$ cat src/rtl/sata_diag_pkg.sv
package sata_diag_pkg;

  // Positions inside the upper half-word (add 16 for the full word).
  localparam int DG_N = 0;  // PHY-ready change
  localparam int DG_W = 2;  // ComWake seen
  localparam int DG_B = 3;  // decode or disparity fault
  localparam int DG_C = 5;  // CRC fault
  localparam int DG_H = 6;  // handshake fault
  localparam int DG_F = 9;  // unrecognised frame type

  localparam logic [15:0] DG_IMPL = 16'h026D;

  localparam int WORD_BASE  = 'h108;
  localparam int PAIR_STEP  = 'h80;
  localparam int GROUP_STEP = 'h200;

  function automatic int port_offset(input int p);
    return WORD_BASE + PAIR_STEP * (p % 2) + GROUP_STEP * (p / 2);
  endfunction

  function automatic logic addr_mapped(input int addr, input int nports);
    logic hit;
    hit = 1'b0;
    for (int p = 0; p < nports; p++)
      if (addr == port_offset(p)) hit = 1'b1;
    return hit;
  endfunction

endpackage

$ cat src/rtl/sata_diag_addr_dec.sv
module sata_diag_addr_dec #(
  parameter int NUM_PORTS = 4,
  parameter int ADDR_W    = 12
) (
  input  logic [ADDR_W-1:0]    addr,
  output logic [NUM_PORTS-1:0] hit
);
  import sata_diag_pkg::*;

  for (genvar p = 0; p < NUM_PORTS; p++) begin : g_hit
    localparam logic [ADDR_W-1:0] OFFS = ADDR_W'(port_offset(p));
    assign hit[p] = (addr == OFFS);
  end

endmodule

$ cat src/rtl/sata_diag_port_bits.sv
module sata_diag_port_bits (
  input  logic        clk,
  input  logic        rst_n,
  input  logic        ev_decode,
  input  logic        ev_disparity,
  input  logic        ev_crc,
  input  logic        ev_handshake,
  input  logic        ev_bad_frame,
  input  logic        ev_comwake,
  input  logic        phy_ready,
  input  logic        clr_en,
  input  logic [15:0] clr_mask,
  output logic [15:0] diag
);
  import sata_diag_pkg::*;

  logic        phy_prev_q;
  logic [15:0] diag_q;
  logic [15:0] set_vec;
  logic [15:0] clr_vec;
  logic [15:0] diag_nxt;

  always_comb begin
    set_vec        = '0;
    set_vec[DG_N]  = phy_ready ^ phy_prev_q;
    set_vec[DG_W]  = ev_comwake;
    set_vec[DG_B]  = ev_decode | ev_disparity;
    set_vec[DG_C]  = ev_crc;
    set_vec[DG_H]  = ev_handshake;
    set_vec[DG_F]  = ev_bad_frame;
    clr_vec        = clr_en ? (clr_mask & DG_IMPL) : '0;
    // a fresh event wins over a clear in the same cycle
    diag_nxt       = ((diag_q & ~clr_vec) | set_vec) & DG_IMPL;
  end

  always_ff @(posedge clk or negedge rst_n) begin
    if (!rst_n) begin
      diag_q     <= '0;
      phy_prev_q <= 1'b0;
    end else begin
      diag_q     <= diag_nxt;
      phy_prev_q <= phy_ready;
    end
  end

  assign diag = diag_q;

endmodule

$ cat src/rtl/sata_diag_err_regs.sv
module sata_diag_err_regs #(
  parameter int NUM_PORTS = 4,
  parameter int ADDR_W    = 12
) (
  input  logic                 clk,
  input  logic                 rst_n,
  input  logic [NUM_PORTS-1:0] ev_decode,
  input  logic [NUM_PORTS-1:0] ev_disparity,
  input  logic [NUM_PORTS-1:0] ev_crc,
  input  logic [NUM_PORTS-1:0] ev_handshake,
  input  logic [NUM_PORTS-1:0] ev_bad_frame,
  input  logic [NUM_PORTS-1:0] ev_comwake,
  input  logic [NUM_PORTS-1:0] phy_ready,
  input  logic [ADDR_W-1:0]    bus_addr,
  input  logic                 bus_wr,
  input  logic [31:0]          bus_wdata,
  input  logic                 bus_rd,
  output logic [31:0]          bus_rdata
);

  logic [NUM_PORTS-1:0]       hit;
  logic [NUM_PORTS-1:0][15:0] diag_q;
  logic [31:0]                rd_word;
  logic [31:0]                rdata_q;

  sata_diag_addr_dec #(
    .NUM_PORTS(NUM_PORTS),
    .ADDR_W   (ADDR_W)
  ) u_dec (
    .addr(bus_addr),
    .hit (hit)
  );

  for (genvar p = 0; p < NUM_PORTS; p++) begin : g_port
    sata_diag_port_bits u_bits (
      .clk         (clk),
      .rst_n       (rst_n),
      .ev_decode   (ev_decode[p]),
      .ev_disparity(ev_disparity[p]),
      .ev_crc      (ev_crc[p]),
      .ev_handshake(ev_handshake[p]),
      .ev_bad_frame(ev_bad_frame[p]),
      .ev_comwake  (ev_comwake[p]),
      .phy_ready   (phy_ready[p]),
      .clr_en      (bus_wr & hit[p]),
      .clr_mask    (bus_wdata[31:16]),
      .diag        (diag_q[p])
    );
  end

  always_comb begin
    rd_word = '0;
    for (int p = 0; p < NUM_PORTS; p++)
      if (hit[p]) rd_word = {diag_q[p], 16'h0000};
  end

  always_ff @(posedge clk or negedge rst_n) begin
    if (!rst_n)      rdata_q <= '0;
    else if (bus_rd) rdata_q <= rd_word;
  end

  assign bus_rdata = rdata_q;

endmodule

$ cat config.mk
export PLATFORM = sky130hd
export DESIGN_NAME = sata_diag_err_regs
export DESIGN_NICKNAME = d
export VERILOG_FILES = /design/src/rtl/sata_diag_pkg.sv /design/src/rtl/sata_diag_addr_dec.sv /design/src/rtl/sata_diag_port_bits.sv /design/src/rtl/sata_diag_err_regs.sv
export SDC_FILE = /design/constraint.sdc
export NUM_CORES = 1
export LEC_CHECK = 0
export BUFFER_PORTS_ARGS = -buffer_cell sky130_fd_sc_hd__buf_4
export CORE_AREA = 2 2 67 69
export CTS_CLUSTER_SIZE = 30
export DETAILED_ROUTE_END_ITERATION = 8
export DIE_AREA = 0 0 69 71
export GPL_ROUTABILITY_DRIVEN = 0
export GPL_TIMING_DRIVEN = 0
export HOLD_SLACK_MARGIN = 0.15
export MAX_ROUTING_LAYER = met4
export PLACE_DENSITY_LB_ADDON = 0.1
export SETUP_SLACK_MARGIN = 0.2
export SLEW_MARGIN = 10
export SYNTH_ARGS = -nofsm -noshare
export SYNTH_HDL_FRONTEND = slang
export SYNTH_SLANG_ARGS = --single-unit
$ cat constraint.sdc
create_clock -name clk -period 1.1 [get_ports clk]
set_input_delay 0.11 -clock clk [delete_from_list [all_inputs] [get_ports clk]]
set_output_delay 0.11 -clock clk [all_outputs]
set_load 0.01 [all_outputs]
Word level (Yosys, flattened, before mapping)
Cells that the tools add are included.

Reduce and logical (&&, ||, !) cells: 0. Div/mod/pow operators: 0. Add/sub/neg operators: 0. $lt $le $gt $ge: 0. Multiply operators: 0. Equality and inequality tests: 4. Bitwise gates (word level): 24. Shift operators: 0. Muxes and demuxes: 8.

Operators by type and width (count): 32-bit 2-to-1 mux (2); 26-bit 2-to-1 mux (2); 10-bit AND (4); 10-bit 2-to-1 mux (4); 10-bit NOT (4); 10-bit bitwise OR (4); 12-bit by 10-bit == test with 1-bit output, second input constant (2); 12-bit by 9-bit == test with 1-bit output, second input constant (2); 1-bit AND (4); 1-bit bitwise OR (4); 1-bit XOR (4).

Bits in registers: 60. Input port bits: 76. Logic and storage cells: 45. Memory bits (read-only): 0. Latch bits: 0. Memory bits (writable): 0. Memories: 0.

Depth between registers and ports, before layout
Gate-level depths: netlist (run 1).

Depth in word-level cells: 6. Gate-level depth with buffers: 5.

By module
Synthesis (run 1) repeated with hierarchy kept, for this count alone.

Cells, all modules: 282. Area, all modules: 2696.3 um2.

Modules (own cells, without submodules): sata_diag_port_bits (cells an instance 31, area an instance 331.6 um2, sequential area each 175.2 um2, instances 4); sata_diag_err_regs (cells an instance 149, area an instance 1306.3 um2, sequential area each 400.4 um2, instances 1); sata_diag_addr_dec (cells an instance 9, area an instance 63.8 um2, sequential area each 0.0 um2, instances 1).

Least setup slack after synthesis (run 1)
OpenSTA, ideal clock, no wires.

Kind: input to register. Start point: input port bus_addr[6]. End point: register rdata_q[16] (netlist: bus_rdata[16]). Setup slack: -0.036 ns. Path buffers: 1. Data required time: 1.018 ns. Arrival: 1.054 ns. Library setup time: 0.082 ns. Cell stages on the path: 5. Path through: nor4b_2 > and4_1 > buf_4 > o221ai_1 > o22ai_1.

Longest elaborated chain between the ends: 5. Elaborated cells between the ends (all ways): 8.

RTL lines: from (decl) (line sata_diag_err_regs.sv:14) `input logic [ADDR_W-1:0] bus_addr,`; 12-bit by 9-bit == test with 1-bit output (line sata_diag_addr_dec.sv:12) `assign hit[p] = (addr == OFFS);`; 26-bit 2-to-1 mux (2 in series) (line sata_diag_err_regs.sv:54) `if (hit[p]) rd_word = {diag_q[p], 16'h0000};`; 32-bit 2-to-1 mux (line sata_diag_err_regs.sv:54); 32-bit 2-to-1 mux * (line sata_diag_err_regs.sv:54); to (signal assigned) (line sata_diag_err_regs.sv:59) `else if (bus_rd) rdata_q <= rd_word;`; to (decl) (line sata_diag_err_regs.sv:24) `logic [31:0] rdata_q;`.

Every way passes the cells marked *; elsewhere a longest branch is shown, timed or not. A chain may end at the register's enable or synchronous reset.

Worst setup path after layout (run 1)
Start point: input port bus_addr[1]. End point: register g_port[3].u_bits.diag_q[9].

Longest elaborated chain between the ends: 6.

RTL lines: 12-bit by 10-bit == test with 1-bit output (line sata_diag_addr_dec.sv:12); 1-bit AND (line sata_diag_err_regs.sv:45) `.clr_en (bus_wr & hit[p]),`; 10-bit 2-to-1 mux (line sata_diag_port_bits.sv:31) `clr_vec = clr_en ? (clr_mask & DG_IMPL) : '0;`; 10-bit NOT (line sata_diag_port_bits.sv:33) `diag_nxt = ((diag_q & ~clr_vec) | set_vec) & DG_IMPL;`; 10-bit AND (line sata_diag_port_bits.sv:33); 10-bit bitwise OR (line sata_diag_port_bits.sv:33); named net g_port[3].u_bits.diag_nxt[9] (line sata_diag_port_bits.sv:21) `logic [15:0] diag_nxt;`; to (signal assigned) (line sata_diag_port_bits.sv:41) `diag_q <= diag_nxt;`; to (decl) (line sata_diag_port_bits.sv:18) `logic [15:0] diag_q;`.

The timed path passes the listed nets, and every way through them passes these cells.

==> results.md, run 1 <==
- The total routed wirelength is roughly 4500 um.
- The areal power density over the cells is between 900 and 1000 nW/um^2.
- For this run, design rule violations remaining after detail routing come to 0.
- met2 is the most crowded layer.
- After detailed routing, the average wire length per cell comes to approximately 13 um.
- Measured along the y axis, the die boundary spans roughly 71 um.
- The worst-case vdd ir drop is about 0.00074 V.
- The initial antenna violation count is 0.
- Of the cells placed in the final design, the portion with a size suffix greater than 1 is between 40% and 50%.
- The count of synthesis-stage warnings from yosys is 0.
- The flip-flop cell with the highest count after synthesis is dfrtp_1.
- The first global-routing pass estimated 7420 um of wire.
- The path class of the tightest hold or removal check is primary input to flop.
- The maximum fanout along the worst path is 5.
- Timing would allow up to around 950 MHz.
- TritonCTS built the clock tree.
- The met2 capacity usage during global routing is between 30% and 40%.
- The antenna diode count is 0.
- The final period demand of the worst path is about 1.1 ns.
- Yosys mapped the design onto 20 distinct sky130hd cell types.
- The cell count after synthesis is 170.
- Setup repair after global routing could not meet its margin everywhere.
- The H-tree was split into 2 levels.
- The nature of the critical path startpoint is a primary input.
- The post-layout net count is around 370.
- The library cell used as clock root buffer is clkbuf_8.
- The sum of internal, switching and leakage power is ~2.8 mW.
- STA classifies the critical path endpoint as a flop.
- The number of enable flip-flop cells after synthesis is 0.
- The number of search-and-repair iterations in the first detailed-routing pass is 4.
- The die covers 4900 sq um.
- The required time at the worst-slack endpoint is about 1.3 ns.
- The I/O pin total is roughly 110.
- Hold repair after CTS inserted 29 buffers.
- The area added between synthesis and finish is 75.2%.
- A synthesized cell averages approximately 10 sq um.
- The floorplan has 24 rows.
- The clock transition time at the flip-flop clock pins of the worst setup and hold paths is around 0.070 ns.
- After synthesis the cells add up to ~1700 sq um.
- For this run, asynchronously set or reset flops after synthesis account for between 90% and 100%.
- Clock skew on the completed layout was measured at between 0.003 and 0.004 ns.
- Global routing used between 20% and 30% of the available met1 tracks.
- The sequential fraction of the synthesis area is about half.
- The later pin in the worst-skew pair is clocked with a latency of slightly below 0.3 ns.
- The total overflow left after global routing is 0.
- The run finished with clean final reports.
- The number of clock buffers added by TritonCTS is 5.
- The number of nets still failing antenna checks after routing is 0.
- Data on the critical path arrives at its endpoint at 1.23 ns.
- In this run the deepest clock path goes through 2 buffers.
- In the global route stage, met3 resource usage came out at roughly 5.3%.
- The static leakage is ~1.3 nW.
- The class of the most critical setup path is primary input to flop.
- Detailed placement ended at an HPWL of 2830 um.
- Once the floorplan was initialized, standard cells occupied 40.3% of the core.
- The final critical path takes up a little over nine tenths of the cycle.
- Entering global routing, the biggest net connects 35 pins.
- Setup total negative slack on the finished layout was measured at 0 ns.
- Measured along the x axis, the die boundary spans a little under 70 um.
- After synthesis the netlist holds a flip-flop and latch count of 34.
- The global-route total usage across every layer is about 20%.
- After the first detailed-routing iteration, the DRC count stood at 40.
- Setup violations remaining at the end of the flow were counted as 0.
- The final hold violation count is 0.
- The number of global-route vias before repair was 1598.
- Port buffering added 55 buffers.
- The floorplan step defined a core boundary enclosing roughly 4200 sq um.
- Across the run, the number of max-cap violations was 0.
- Once layout is complete, the utilization of the core stands at 70.6%.
- The clock sink total is 34.
- The total number of vias is between 1500 and 2000.
- The total count of max-transition violations in the final report is 0.
- In the routed layout, each cell is associated on average with a via count of 4.59.
## worst max-delay path, cell delays in order
cell,delay [ns]
buf_6,0.09
nor4b_4,0.39
nand4_1,0.21
buf_4,0.20
o21ai_2,0.13
nand2b_1,0.09
## state kept, by name, summed over array words and instances (netlist names)
| register | flops |
|---|---|
| bus_rdata | 6 |
| g_port.u_bits.diag | 24 |
| g_port.u_bits.phy_prev_q | 4 |
## routing by layer
layer  vias to the layer above  routed length (um)
li1                        785                   -
met1                       739                1860
met2                        75                2170
met3                        12                 373
met4                         0                 130
met5                         -                   0
## area by class of cell
| class | count | area, sq um |
|---|---|---|
| inverters | 6 | 22.5 |
| fillers | 315 | 1240 |
| repair buffers | 96 | 835 |
| multi-input cells | 125 | 856 |
| clock buffers | 8 | 110 |
| plain buffers | 30 | 228 |
| well taps | 52 | 65.1 |
| flip-flops and latches | 34 | 851 |
## worst paths after layout
check | from | end | slack [ns] | depth (start not counted)
worst min register to register | g_port[1].u_bits.phy_prev_q | g_port[1].u_bits.diag[0] | 0.48 | 2
worst max register to register | g_port[1].u_bits.diag[5] | bus_rdata[21] | 0.10 | 3
worst min-delay path | bus_rd | bus_rdata[22] | 0.09 | 2
worst max-delay path | bus_addr[1] | g_port[3].u_bits.diag[9] | 0.05 | 6
max in group asynchronous | rst_n | bus_rdata[16] | 0.49 | 2
min in group asynchronous | rst_n | g_port[1].u_bits.diag[2] | 0.29 | 2
## synthesized netlist by cell type, types with 2 or more instances
cell type,count,area share (%)
buf_2,2,0.59
buf_4,27,12
dfrtp_1,34,50
inv_1,6,1.3
mux2_2,6,4.0
nand2_1,14,3.1
nand2b_1,17,6.3
nand4_1,4,1.5
nor2_1,12,2.7
nor2b_1,2,0.74
nor4b_2,2,1.8
o21ai_0,20,5.9
o21ai_1,4,1.2
o221ai_1,6,3.1
o22ai_1,6,2.2
xnor2_1,4,2.1
## placed cells by master (no fill, tap or decap)
cell type,instances
and2_1,1
dlygate4sd3_1,29
o22ai_2,1
conb_1,26
inv_1,6
dfrtp_1,34
and4_1,1
o21ai_1,5
nor2_1,12
mux2_2,2
o221ai_2,5
mux2_4,4
nand2b_1,17
buf_4,82
buf_6,13
buf_2,2
clkbuf_8,8
nand2_1,14
o21ai_2,19
o22ai_1,5
nor4b_4,2
nand4_1,4
o221ai_4,1
xnor2_1,4
nor2b_1,2
## stage by stage
step / setup slack, ns / hold slack, ns / std cells / area (sq um)
after floorplan: 0.0466 / -0.186 / 195 / 1810
after global placement: -0.362 / 0.0865 / 302 / 2290
after detailed placement: -0.384 / 0.0801 / 302 / 2290
after CTS: 0.0919 / 0.0737 / 350 / 2890
after global routing: 0.00105 / 0.0847 / 351 / 2970
final: 0.0468 / 0.0881 / 351 / 2970
## kinds of logic (layout without fill, tap and decap cells)
group	Yosys count	in the layout	share of synthesized area, %
AO/OA/AOI/OAI	36	36	12.4
XOR/XNOR	4	4	2.07
buffers and inverters	36	140	14.1
flip-flops	34	34	50.3
multiplexers	6	6	3.99
other	1	26	0.222
AND/OR/NAND/NOR	53	53	16.9
## what timing repair did
item                       CTS  global route
pin swaps                   22            12
hold endpoints to repair    68             6
gates resized for setup     34            19
buffers inserted            11             1
setup endpoints to repair   36            36
cloned                       0             0
## power breakdown
group	internal [mW]	total, mW	switching (mW)
sequential	1.26	1.26	0.00332
combinational	0.280	0.470	0.191
clock	0.632	1.08	0.448
total	2.17	2.81	0.642
No activity file was read; power rests on OpenSTA's default activity.
==> run 2: changes to the inputs <==
Settings changed: BUFFER_PORTS_ARGS -buffer_cell sky130_fd_sc_hd__buf_4 to not set, CAP_MARGIN set to 40, CORE_AREA 2 2 67 69 to 2 2 57 59, DIE_AREA 0 0 69 71 to 0 0 59 61, DONT_BUFFER_PORTS set to 1.
==> run 2 against run 1 <==
  * The flow now finishes with violations (hold timing)
  * Via count down 6.3%
  * Sequential power about the same
  * Clock power is 34% lower
  * Total power down 17%
  * Non-clock buffer count down 45
  * Core utilization rose by 15 points
  * Clock-buffer cell count fell by 1
  * Final cell count down 18%
  * Combinational power is 24% lower
  * Sequential share of layout area rose by 5.1 points
  * Routed wire length is 1.3% higher
==> results.md, run 2 (synthesized netlist as in run 1, its figures left out) <==
- Result of the run: finished with violations (was finished clean).
- The checks that failed: hold timing.
- The clock sink total is 34 (unchanged).
- The worst hold path cell count is 1 (was 2).
- The number of levels in the clock H-tree is 2 (unchanged).
- The post-DP HPWL came to 2660 um (was 2830 um).
- The leftover overflow at the end of global routing is 0 (unchanged).
- The hold path startpoint was bus_rd (unchanged).
- The placement-stage cell area was 1850 sq um (was 2290 sq um).
- The total of buffers placed on input and output ports is 0 (was 55).
- The antenna diode count was 0 (unchanged).
- The average wire per standard cell is 16.0 um (was 12.9 um).
- The number of nets still failing antenna checks after routing is 0 (unchanged).
- The number of max-capacitance violations reported is 0 (unchanged).
- The total clock buffers created by CTS is 5 (unchanged).
- The horizontal die dimension is 59 um (was 69 um).
- The clock transition time at the flip-flop clock pins of the worst setup and hold paths is 0.11 ns (was 0.07 ns).
- The library cell used as clock root buffer is clkbuf_4 (was clkbuf_8).
- The most common cell after layout, fill and taps aside is buf_4 (unchanged).
- The residual DRC count is 0 (unchanged).
- The total routed wirelength is 4590 um (was 4530 um).
- The finished layout cell area is 2520 sq um (was 2970 sq um).
- The critical register-to-register path startpoint was g_port[0].u_bits.diag[6] (was g_port[1].u_bits.diag[5]).
- The capture endpoint of the worst hold path is bus_rdata[25] (was bus_rdata[22]).
- The area added between synthesis and finish is 48.6% (was 75.2%).
- The maximum operating frequency is 958 MHz (was 949 MHz).
- The number of setup violations in the final report is 0 (unchanged).
- The sort of element at the end of the critical path is a flop (unchanged).
- The final period demand of the worst path is 1.04 ns (was 1.05 ns).
- The worst setup skew after layout is 0.00796 ns (was 0.00320 ns).
- The initial antenna violation count was 0 (unchanged).
- Unrepaired setup endpoints after global routing: true (unchanged).
- The required time at the worst-slack endpoint is 1.32 ns (was 1.27 ns).
- The full die area came to 3600 sq um (was 4900 sq um).
- The clock tree from TritonCTS was built (unchanged).
- The final hold violation count was 6 (was 0).
- The via-per-instance ratio came to 5.26 (was 4.59).
- The first-pass GRT wire length is 6560 um (was 7420 um).
- The maximum buffer depth of the clock tree is 2 (unchanged).
- The areal power density over the cells was 928 nW/um^2 (was 948 nW/um^2).
- The classification of the worst-slack hold path is primary input to flop (unchanged).
- The flip-flop count of the largest register, all copies and words added is 24 (unchanged).
- The class of the most critical setup path is primary input to flop (unchanged).
- The portion of the clock cycle consumed by the worst path in the final layout is 94.9% (was 95.7%).
- The number of global-route vias before repair is 1391 (was 1598).
- The final standard cell utilization of the core came to 85.2% (was 70.6%).
- The maximum fanout along the worst path is 5 (unchanged).
- The I/O pin total came to 108 (unchanged).
- The flop-to-flop setup slack was 0.06 ns (was 0.10 ns).
- The core area is 2950 sq um (was 4200 sq um).
- The endpoint of the lowest-slack register-to-register path is bus_rdata[22] (was bus_rdata[21]).
- The static leakage is 1.04 nW (was 1.30 nW).
- The fraction of final layout cells with drive strength greater than 1 was 31.9% (was 46.5%).
- The total count of max-transition violations in the final report came to 0 (unchanged).
- The number of search-and-repair iterations in the first detailed-routing pass is 4 (unchanged).
- Commonest non-fill, non-tap cells in the layout: 37 x buf_4, 35 x dlygate4sd3_1, 34 x dfrtp_1, 26 x conb_1, 17 x nand2b_1 (was 82 x buf_4, 34 x dfrtp_1, 29 x dlygate4sd3_1, 26 x conb_1, 19 x o21ai_2).
- The DRC marker count from the first detailed-route iteration came to 60 (was 40).
- The worst-case vdd ir drop is 0.00121 V (was 0.000737 V).
- The number of cell instances on the worst register-to-register path came to 3 (unchanged).
- The sum of internal, switching and leakage power is 2.34 mW (was 2.81 mW).
- The quantity of hold-fixing buffers added after cts is 37 (was 29).
- The global-route total usage across every layer is 26.3% (was 20.0%).
- The post-layout net count is 329 (was 374).
- The worst hold slack is -0.138 ns (was 0.0881 ns).
- The nature of the critical path startpoint is a primary input (unchanged).
- The initial standard-cell utilization of the core is 57.3% (was 40.3%).
- The arrival time at the worst endpoint is 1.26 ns (was 1.23 ns).
- The total number of vias was 1510 (was 1611).
- The clock latency at the later pin of the worst-skew pair is 0.33 ns (was 0.29 ns).
- The number of fill cells in the layout is 156 (was 315).
- The standard-cell row count was 20 (was 24).
- The maximum number of pins on one net before global-route repair came to 35 (unchanged).
- The height of the die is 61 um (was 71 um).
run 2: final cells by class:
type                            count  area, sq um  share of cell area [%]
Buffer                             30          224                    8.90
Clock buffer                        7         55.1                    2.19
Clock inverter                      1         5.00                   0.199
Inverter                            6         22.5                   0.895
Multi-Input combinational cell    125          815                    32.4
Sequential cell                    34          851                    33.8
Tap cell                           33         41.3                    1.64
Timing Repair Buffer               51          503                    20.0
run 2: worst max path at each step:
stage	startpoint	slack (ns)	end
after floorplan	bus_addr[0]	0.05	g_port[3].u_bits.diag[6]
final	bus_addr[2]	0.06	bus_rdata[16]
after detailed placement	bus_addr[4]	-0.23	g_port[0].u_bits.diag[6]
after global routing	g_port[0].u_bits.diag[6]	0.01	bus_rdata[22]
after CTS	g_port[1].u_bits.diag[3]	0.08	bus_rdata[19]
after global placement	bus_addr[0]	-0.17	g_port[2].u_bits.diag[6]
run 2: critical path, cell delays in order:
cell and delay (ns):
nor4b_4 0.37, nand4_1 0.31, buf_6 0.24, nor2_1 0.13
o22ai_2 0.10
run 2: repair_timing:
item,4_1_cts,5_1_grt
setup endpoints to repair,15,33
setup buffers,4,9
cloned,0,1
resized for setup,5,31
pin swaps,11,8
endpoints found under the hold margin,68,6
run 2: where the power goes:
part | switching, mW | internal (mW)
Combinational | 0.158 | 0.198
Clock | 0.409 | 0.310
Sequential | 0.00383 | 1.26
run 2: layer usage:
| layer | global-route usage [%] | wire length, um | up-vias |
|---|---|---|---|
| met5 | - | 0 | - |
| met2 | 43.7 | 2290 | 96 |
| met4 | 13.0 | 176 | 0 |
| met3 | 7.68 | 436 | 19 |
| li1 | - | - | 696 |
| met1 | 28.8 | 1690 | 699 |
run 2: per-stage QoR:
stage          setup TNS (ns)  std cells  setup WS (ns)  hold WS, ns
2_1_floorplan               0        195         0.0466       -0.186
3_3_place_gp            -3.35        228         -0.168       -0.185
3_5_place_dp            -3.75        228         -0.225       -0.185
4_1_cts                     0        277         0.0837       -0.147
5_1_grt                     0        287         0.0109       -0.148
6_report                    0        287         0.0563       -0.138
